<file path="src/rtl/pin_irq_slice.sv">
module pin_irq_slice (
  input  logic       clk,
  input  logic       rst_n,
  input  logic       pin_level,
  input  logic       level_mode,
  input  logic [1:0] act_sel,
  input  logic       irq_en,
  input  logic       irq_unmask,
  input  logic       wake_en,
  input  logic       clr_status,
  input  logic       clr_wake,
  output logic       int_status,
  output logic       wake_status,
  output logic       irq_req,
  output logic       pending
);

  localparam logic [1:0] SEL_LOW  = 2'b00;
  localparam logic [1:0] SEL_HIGH = 2'b01;
  localparam logic [1:0] SEL_BOTH = 2'b10;

  logic pin_q, primed;
  logic rise, fall, edge_hit, lvl_hit, hit;
  logic int_set, wake_set;

  always_ff @(posedge clk or negedge rst_n) begin
    if (!rst_n) begin
      pin_q  <= 1'b0;
      primed <= 1'b0;
    end else begin
      pin_q  <= pin_level;
      primed <= 1'b1;
    end
  end

  assign rise = primed &  pin_level & ~pin_q;
  assign fall = primed & ~pin_level &  pin_q;

  always_comb begin
    edge_hit = 1'b0;
    lvl_hit  = 1'b0;
    case (act_sel)
      SEL_LOW:  begin edge_hit = fall;        lvl_hit = ~pin_level; end
      SEL_HIGH: begin edge_hit = rise;        lvl_hit =  pin_level; end
      SEL_BOTH: begin edge_hit = rise | fall; lvl_hit = 1'b0;       end
      default:  begin edge_hit = 1'b0;        lvl_hit = 1'b0;       end
    endcase
  end

  assign hit      = level_mode ? lvl_hit : edge_hit;
  assign int_set  = irq_en  & hit & ~(level_mode & clr_status);
  assign wake_set = wake_en & hit & ~(level_mode & clr_wake);

  always_ff @(posedge clk or negedge rst_n) begin
    if (!rst_n) begin
      int_status  <= 1'b0;
      wake_status <= 1'b0;
    end else begin
      if (int_set)         int_status <= 1'b1;
      else if (clr_status) int_status <= 1'b0;
      if (wake_set)        wake_status <= 1'b1;
      else if (clr_wake)   wake_status <= 1'b0;
    end
  end

  assign irq_req = int_status & irq_unmask;
  assign pending = int_status | wake_status;

endmodule

</file>
<file path="config.mk">
export PLATFORM = sky130hd
export DESIGN_NAME = pin_irq_slice
export DESIGN_NICKNAME = d
export VERILOG_FILES = /design/src/rtl/pin_irq_slice.sv
export SDC_FILE = /design/constraint.sdc
export NUM_CORES = 1
export LEC_CHECK = 0
export BUFFER_PORTS_ARGS = -buffer_cell sky130_fd_sc_hd__buf_2
export CAP_MARGIN = 20
export CORE_AREA = 2 2 39 41
export CTS_CLUSTER_DIAMETER = 120
export DETAILED_ROUTE_END_ITERATION = 10
export DIE_AREA = 0 0 41 43
export GPL_TIMING_DRIVEN = 0
export PLACE_DENSITY = 0.5
export SLEW_MARGIN = 40
export SYNTH_ARGS = -nofsm -noshare
export SYNTH_HDL_FRONTEND = slang
export SYNTH_SLANG_ARGS = --single-unit
</file>
<file path="constraint.sdc">
create_clock -name clk -period 1.2 [get_ports clk]
set_input_delay 0.06 -clock clk [delete_from_list [all_inputs] [get_ports clk]]
set_output_delay 0.06 -clock clk [all_outputs]
set_load 0.1 [all_outputs]
</file>
=== Word-level counts from Yosys, hierarchy flattened ===
Index checks and enable logic that the tools add are counted.
Widths: inputs -> output; s select.

* Output and inout bits: 4
* Register bits after elaboration: 4
* Bits of input ports: 11

* Muxes and demuxes: 7
* Bitwise gates (word level): 17
* Eq/ne operators: 2
* Reduce and logical (&&, ||, !) cells: 3

{| class="wikitable"
|+ Operator list
! operator !! count
|-
| $and 1x1->1 || 11
|-
| $mux 1 || 5
|-
| $not 1->1 || 4
|-
| $reduce_bool 2->1 || 2
|-
| $pmux 1 s3 || 1
|-
| $eq 2x1->1 const B || 1
|-
| $eq 2x2->1 const B || 1
|-
| $logic_not 2->1 || 1
|-
| $or 1x1->1 || 2
|-
| $pmux 1 s2 || 1
|}

=== Depth between registers and ports, before layout ===
Gate-level depths: netlist of the first run.

* Depth in word-level cells: 9
* Depth in mapped cells: 4
* Gate-level depth less buffers: 4

=== Worst setup path before layout of the first run ===
No wires, ideal clock.

* Kind: flip-flop to output port
* Start point: reg int_status
* End point: out irq_req
* Arrival: 1.777 ns
* Setup slack: -0.637 ns
* Cell stages (with the launch flop): 2
* Path buffers: 0
* Path through: dfrtp_1 and2_1

* Cells in the longest elaborated chain, start to end: 1

{| class="wikitable"
|+ Ends and longest elaborated chain
! item !! line !! RTL
|-
| start, declared || 12 || <nowiki>output logic int_status,</nowiki>
|-
| start signal, assigned || 56 || <nowiki>int_status <= 1'b0;</nowiki>
|-
| start signal, assigned || 59 || <nowiki>if (int_set) int_status <= 1'b1;</nowiki>
|-
| start signal, assigned || 60 || <nowiki>else if (clr_status) int_status <= 1'b0;</nowiki>
|-
| $and 1x1->1 || 66 || <nowiki>assign irq_req = int_status & irq_unmask;</nowiki>
|-
| end, declared || 14 || <nowiki>output logic irq_req,</nowiki>
|}

Every way passes these cells.

=== Final worst setup path of the first run ===
* Start point: reg primed
* End point: reg wake_status

* Cells in the longest elaborated chain, start to end: 8

{| class="wikitable"
|+ Ends and longest elaborated chain
! item !! line !! RTL
|-
| start, declared || 22 || <nowiki>logic pin_q, primed;</nowiki>
|-
| start signal, assigned || 29 || <nowiki>primed <= 1'b0;</nowiki>
|-
| start signal, assigned || 32 || <nowiki>primed <= 1'b1;</nowiki>
|-
| $and 1x1->1, on equally long branches (2 in series) || 36, 37 ||
|-
| $or 1x1->1 || 45 || <nowiki>SEL_BOTH: begin edge_hit = rise | fall; lvl_hit = 1'b0; end</nowiki>
|-
| $pmux 1 s3 * || 42 || <nowiki>case (act_sel)</nowiki>
|-
| $mux 1 * || 50 || <nowiki>assign hit = level_mode ? lvl_hit : edge_hit;</nowiki>
|-
| $and 1x1->1 * (2 in series) || 52 || <nowiki>assign wake_set = wake_en & hit & ~(level_mode & clr_wake);</nowiki>
|-
| $mux 1 / $reduce_bool 2->1 (equally long branches) || -- ||
|-
| end signal, assigned || 57 || <nowiki>wake_status <= 1'b0;</nowiki>
|-
| end signal, assigned || 61 || <nowiki>if (wake_set) wake_status <= 1'b1;</nowiki>
|-
| end signal, assigned || 62 || <nowiki>else if (clr_wake) wake_status <= 1'b0;</nowiki>
|-
| end, declared || 13 || <nowiki>output logic wake_status,</nowiki>
|}

Mark *: on every way between the ends. The rest lies on a longest branch, timed or not.
A chain may end at the register's enable or synchronous reset.

==> reports/metrics.yaml, run 1 <==
status:
  status: "completed"
sta:
  fin_worst_skew_ns: 0.00694
  fin_crit_ns: 1.10
  maxClockFrequency_mhz: 907
  setup_tns_ns: 0
  period_share_pct: 91.9
  timing_hold_violations_final: 0
  rsz0062_at_grt: "false"
  setup_viol: 0
  slew_viol_final: 0
power:
  switching_share_pct: 37.7
  p_total_uw: 509
  seqPwrFrac_pct: 29.7
  irDropWorstVdd_uv: 584
  p_leak_uw: 0.000188
  power.share.combinational_pct: 34.8
  power_density_nw_per_um2: 1330
  p_int_uw: 317
  power_frac_clock_pct: 35.5
  p_sw_uw: 192
global_route:
  first_global_vias: 194
  overflow: 0
  use_met3_pct: 6.28
  grt_pass1_wl_um: 724
  busiest_layer: "met1"
  grt_usage_pct: 6.45
  antenna_found_initial: 0
  grt_max_degree: 7
  met2_usage_pct: 6.88
  met1_usage_pct: 8.79
layout:
  finalNonFillerCells: 60
  area_delta_synth_final_pct: 66.8
  fillers: 144
  nets: 56
  final_core_util_pct: 27.8
  diodes: 0
  design_area_um2: 384
  drive_above_1_share_pct: 54.5
placement:
  hpwl_um: 438
  dp_cells: 54
  port_buffers: 14
  place_area_um2: 333
  gp_congestion: 0.632
detailed_routing:
  drc: 0
  vias: 255
  via_per_inst: 4.25
  finalWirelength_um: 568
  routedWlPerCell_um: 9.47
  drt_iter0_drc: 1
  first_pass_iters: 2
  ant_nets: 0
setup_path:
  cp-start-kind: "flip-flop"
  arrival_ns: 1.21
  crit_chain: "and4bb_2, a311oi_2, o22ai_1"
  crit_buf_inv: 0
  endpoint_kind: "flip-flop"
  path_delay_family: "flip-flops"
  max_stage_delay_ns: 0.38
  cp_slowest_cell: "dfrtp_1"
  worstPathRequired_ns: 1.30
  crit_fanout: 3
  path_class: "reg -> reg"
clock_network:
  clockBufferDepth: 2
  clk_latency_ns: 0.23
  clock-sinks: 4
  h-tree-depth: 1
  cts_tree: "done"
  cts_root_buf: "clkbuf_4"
  cts_setup_buffers: 0
  clk_pin_slew_ns: 0.04
  cts_buffers: 3
min_path:
  hp-class: "in -> reg"
yosys:
  synthTopCellsByArea: "dfrtp_1 43%, nand2_1 9.8%, nand4b_1 7.6%, a311oi_2 6.5%, and4bb_2 5.4%"
  synth.most_common_cell: "nand2_1"
  synthCells: 24
  yosys_warnings: 0
  ys.flop_type: "dfrtp_1"
  synth_common_cells: "6 x nand2_1, 4 x dfrtp_1, 3 x inv_1"
  ys_seq_area_share_pct: 43.5
  yosysTopAreaCell: "dfrtp_1"
  synth_edf_count: 0
  synth_cell_type_count: 12
  avgSynthCellArea_um2: 9.59
  async_flop_share_pct: 100
  syn_area_um2: 230
  ys_seq_elements: 4
  yosys.area.top_type_share_pct: 43.5
  synth_fp_nets: 35
job:
  maxCapViolations: 0
floorplanning:
  fp.dieArea_um2: 1760
  io_pins: 15
  dieHeight_um: 43
  die_w_um: 41
  rows: 14
  fp.coreArea_um2: 1380
  start_util_pct: 16.6
==> worst reg2reg max path, cell delays in order (launching register included) <==
cell      delay, ns
dfrtp_1        0.38
and4bb_2       0.23
a311oi_2       0.24
o22ai_1        0.12
==> power by group through the flow <==
stage          sequential, µW  clock (µW)  combinational, µW
2_1_floorplan             195           0               83.5
3_3_place_gp              152           0                168
3_5_place_dp              153           0                168
4_1_cts                   151         192                177
5_1_grt                   152         203                185
6_report                  151         181                177
==> per-layer routing <==
metal  vias up  routed length [µm]
li1        126                   -
met1       114                 275
met2        15                 211
met3         0                  81
met4         0                   0
met5         -                   0
==> path summary, 6_finish.rpt <==
path | startpoint | endpoint | slack (ns) | cells past startpoint
max | primed$_DFF_PN0_ | wake_status$_DFFE_PN0P_ | 0.1 | 3
min | clr_wake | wake_status$_DFFE_PN0P_ | 0.03 | 2
max reg2reg | primed$_DFF_PN0_ | wake_status$_DFFE_PN0P_ | 0.1 | 3
min reg2reg | wake_status$_DFFE_PN0P_ | wake_status$_DFFE_PN0P_ | 0.61 | 2
max in group asynchronous | rst_n | int_status$_DFFE_PN0P_ | 0.90 | 2
min in group asynchronous | rst_n | wake_status$_DFFE_PN0P_ | 0.16 | 2
==> metrics by stage <==
stage / hold slack, ns / setup slack [ns]
finish: 0.0347 / 0.0978
global route: 0.0219 / 0.0393
CTS: 0.0247 / 0.0250
detailed placement: -0.127 / 0.0246
global placement: -0.130 / 0.0452
floorplan: -0.236 / 0.0416
==> layout by cell type, fill, tap and decap left out, drive strengths merged <==
master	synthesis	final
a311oi	1	1
o211ai	1	1
dlygate4sd3	0	2
nand4b	2	2
clkbuf	0	4
o22ai	2	2
dfrtp	4	4
inv	3	3
nand2	6	6
nor4	1	1
and4bb	1	1
and2	1	1
or4b	1	1
buf	0	14
conb	1	1
==> cell families (layout without fill, tap and decap cells) <==
group                  after synthesis  after routing  share of synthesized area, %
other                                1              1                          1.63
buffers and inverters                3             23                          4.89
and+or+nand+nor                     12             12                          32.6
DFF                                  4              4                          43.5
AOI/OAI and AO/OA                    4              4                          17.4
==> area by class of cell <==
type	count	area, µm²	share of cell area (%)
multi-input combinational	17	129	33.6
clock buffer	4	26.3	6.84
timing repair buffer	16	95.1	24.8
tap	16	20.0	5.21
inverter	3	11.3	2.93
sequential	4	103	26.7
==> registers in the layout, indices dropped and copies added (netlist names) <==
signal,cells
int_status,1
wake_status,1
pin_q,1
primed,1
==> repair_timing <==
action | CTS | global route
resized for setup | 2 | 0
hold buffers | 2 | 0
pin swaps | 0 | 1
endpoints found under the setup margin | 2 | 2
hold endpoints to repair | 5 | 0
No activity file was read; power rests on OpenSTA's default activity.
==> run 2: changes to the inputs <==
- GPL_TIMING_DRIVEN: 0 -> unset
- MAX_ROUTING_LAYER: unset -> met4
==> run 2 against run 1 <==
Compared with the run above: setup slack got worse by 0.055 ns; via count decreased by 4.3%; power increased by 4.6%; final cell count is the same; global-route usage is 0.88 points higher; sequential power about the same; non-clock buffer count stayed put; highest routed layer unchanged; maximum frequency decreased by 4.7%; design area grew 6.5%; first-iteration DRC count rose to 4.0 times the previous value.
==> reports/metrics.yaml, run 2 (synthesized netlist as in run 1, its figures left out) <==
status:
  status: "completed"
detailed_routing:
  routedWlPerCell_um: 10.2  # +7.4%
  drt_iter0_drc: 4  # +3
  first_pass_iters: 2  # unchanged
  via_per_inst: 4.07  # -4.3%
  vias: 244  # -4.3%
  finalWirelength_um: 610  # +7.4%
  drc: 0  # unchanged
  ant_nets: 0  # unchanged
floorplanning:
  fp.dieArea_um2: 1760  # unchanged
  rows: 14  # unchanged
  dieHeight_um: 43  # unchanged
  die_w_um: 41  # unchanged
  start_util_pct: 16.6  # unchanged
  fp.coreArea_um2: 1380  # unchanged
  io_pins: 15  # unchanged
clock_network:
  clock-sinks: 4  # unchanged
  clk_latency_ns: 0.24  # about the same
  cts_root_buf: "clkbuf_4"
  cts_tree: "done"
  cts_setup_buffers: 0  # unchanged
  cts_buffers: 3  # unchanged
  clk_pin_slew_ns: 0.04  # about the same
  clockBufferDepth: 2  # unchanged
  h-tree-depth: 1  # unchanged
sta:
  rsz0062_at_grt: "false"
  setup_tns_ns: 0  # unchanged
  slew_viol_final: 0  # unchanged
  fin_worst_skew_ns: 0.0106  # +0.00364 ns
  fin_crit_ns: 1.16  # +0.0545 ns
  setup_ws_ns: 0.0432  # -0.0545 ns
  period_share_pct: 96.4  # +4.5 points
  setup_viol: 0  # unchanged
  maxClockFrequency_mhz: 864  # -4.7%
  timing_hold_violations_final: 0  # unchanged
layout:
  area_delta_synth_final_pct: 77.7
  drive_above_1_share_pct: 54.5  # unchanged
  final_cell_mix: "12 x buf_2, 5 x nand2_1, 3 x inv_1, 3 x clkbuf_4"
  diodes: 0  # unchanged
  nets: 56  # unchanged
  design_area_um2: 409  # +6.5%
  mostFrequentLayoutCell: "buf_2"
  finalNonFillerCells: 60  # unchanged
min_path:
  hold_end: "wake_status$_DFFE_PN0P_"
  whs_path_depth: 2  # unchanged
  hold_path.startpoint: "clr_wake"
  hp-class: "in -> reg"
setup_path:
  worstPathRequired_ns: 1.30  # about the same
  cp-start-kind: "flip-flop"
  r2r_end: "int_status$_DFFE_PN0P_"
  path_class: "reg -> reg"
  crit_fanout: 3  # unchanged
  arrival_ns: 1.26  # +0.05 ns
  reg2reg_depth: 3  # unchanged
  reg2reg_slack_ns: 0.04  # -0.05 ns
  r2r-start: "primed$_DFF_PN0_"
  endpoint_kind: "flip-flop"
placement:
  gp_congestion: 0.638  # +0.92%
  place_area_um2: 363  # +9.0%
  pre_cts_ws_ns: 0.0386  # +0.0141 ns
  dp_cells: 54  # unchanged
  hpwl_um: 457  # +4.4%
  port_buffers: 14  # unchanged
global_route:
  grt_max_degree: 7  # unchanged
  overflow: 0  # unchanged
  grt_pass1_wl_um: 786  # +8.6%
  grt_usage_pct: 7.33  # +0.88 points
  first_global_vias: 193  # -0.52%
  antenna_found_initial: 0  # unchanged
job:
  maxCapViolations: 0  # unchanged
power:
  irDropWorstVdd_uv: 538  # -7.8%
  p_leak_uw: 0.000194  # +3.5%
  power_density_nw_per_um2: 1300  # -1.8%
-- run 2: changes by cell type in the layout (fill, tap and decap cells not counted) --
cell and delta:
buf_12 +2, buf_4 -2
-- run 2: how the worst max path moves through the flow --
stage                           startpoint                      to  slack [ns]  cells past startpoint
floorplan           int_status$_DFFE_PN0P_                 pending        0.04                      2
global placement          primed$_DFF_PN0_  int_status$_DFFE_PN0P_        0.06                      3
detailed placement        primed$_DFF_PN0_  int_status$_DFFE_PN0P_        0.04                      3
CTS                       primed$_DFF_PN0_  int_status$_DFFE_PN0P_        0.04                      3
global route              primed$_DFF_PN0_  int_status$_DFFE_PN0P_       0.002                      3
finish                    primed$_DFF_PN0_  int_status$_DFFE_PN0P_        0.04                      3
-- run 2: report_power, final --
part           internal [µW]  leakage, µW  switching (µW)
combinational           64.2     0.000132             135
clock                    125    0.0000150            57.4
sequential               146    0.0000471            5.62
-- run 2: layout make-up --
type	count	area [µm²]
Fill cell	149	975
Multi-Input combinational cell	17	129
Timing Repair Buffer	16	120
Sequential cell	4	103
Clock buffer	4	26.3
Tap cell	16	20.0
Inverter	3	11.3
-- run 2: layer usage --
metal,up-vias,global-route usage [%],share of wire [%]
met3,0,6.28,13
met2,17,8.13,37
met1,99,9.77,51
met4,0,2.00,0
li1,128,-,-
met5,-,-,0
-- run 2: metrics by stage --
stage / total power (µW) / utilization [%] / hold WS, ns
finish: 532 / 29.6 / 0.0365
global route: 568 / 29.6 / 0.0321
CTS: 547 / 29.6 / 0.0259
detailed placement: 347 / 26.2 / -0.130
global placement: 347 / 26.2 / -0.128
floorplan: 279 / - / -0.236
-- run 2: worst max-delay path: stages, from the launching register on --
cell,delay [ns]
dfrtp_1,0.38
and4bb_2,0.23
a311oi_2,0.28
o22ai_1,0.13
-- run 2: repair_timing --
item / CTS / global route
endpoints found under the hold margin: 5 / 0
resized for setup: 0 / 0
hold buffers: 2 / 0
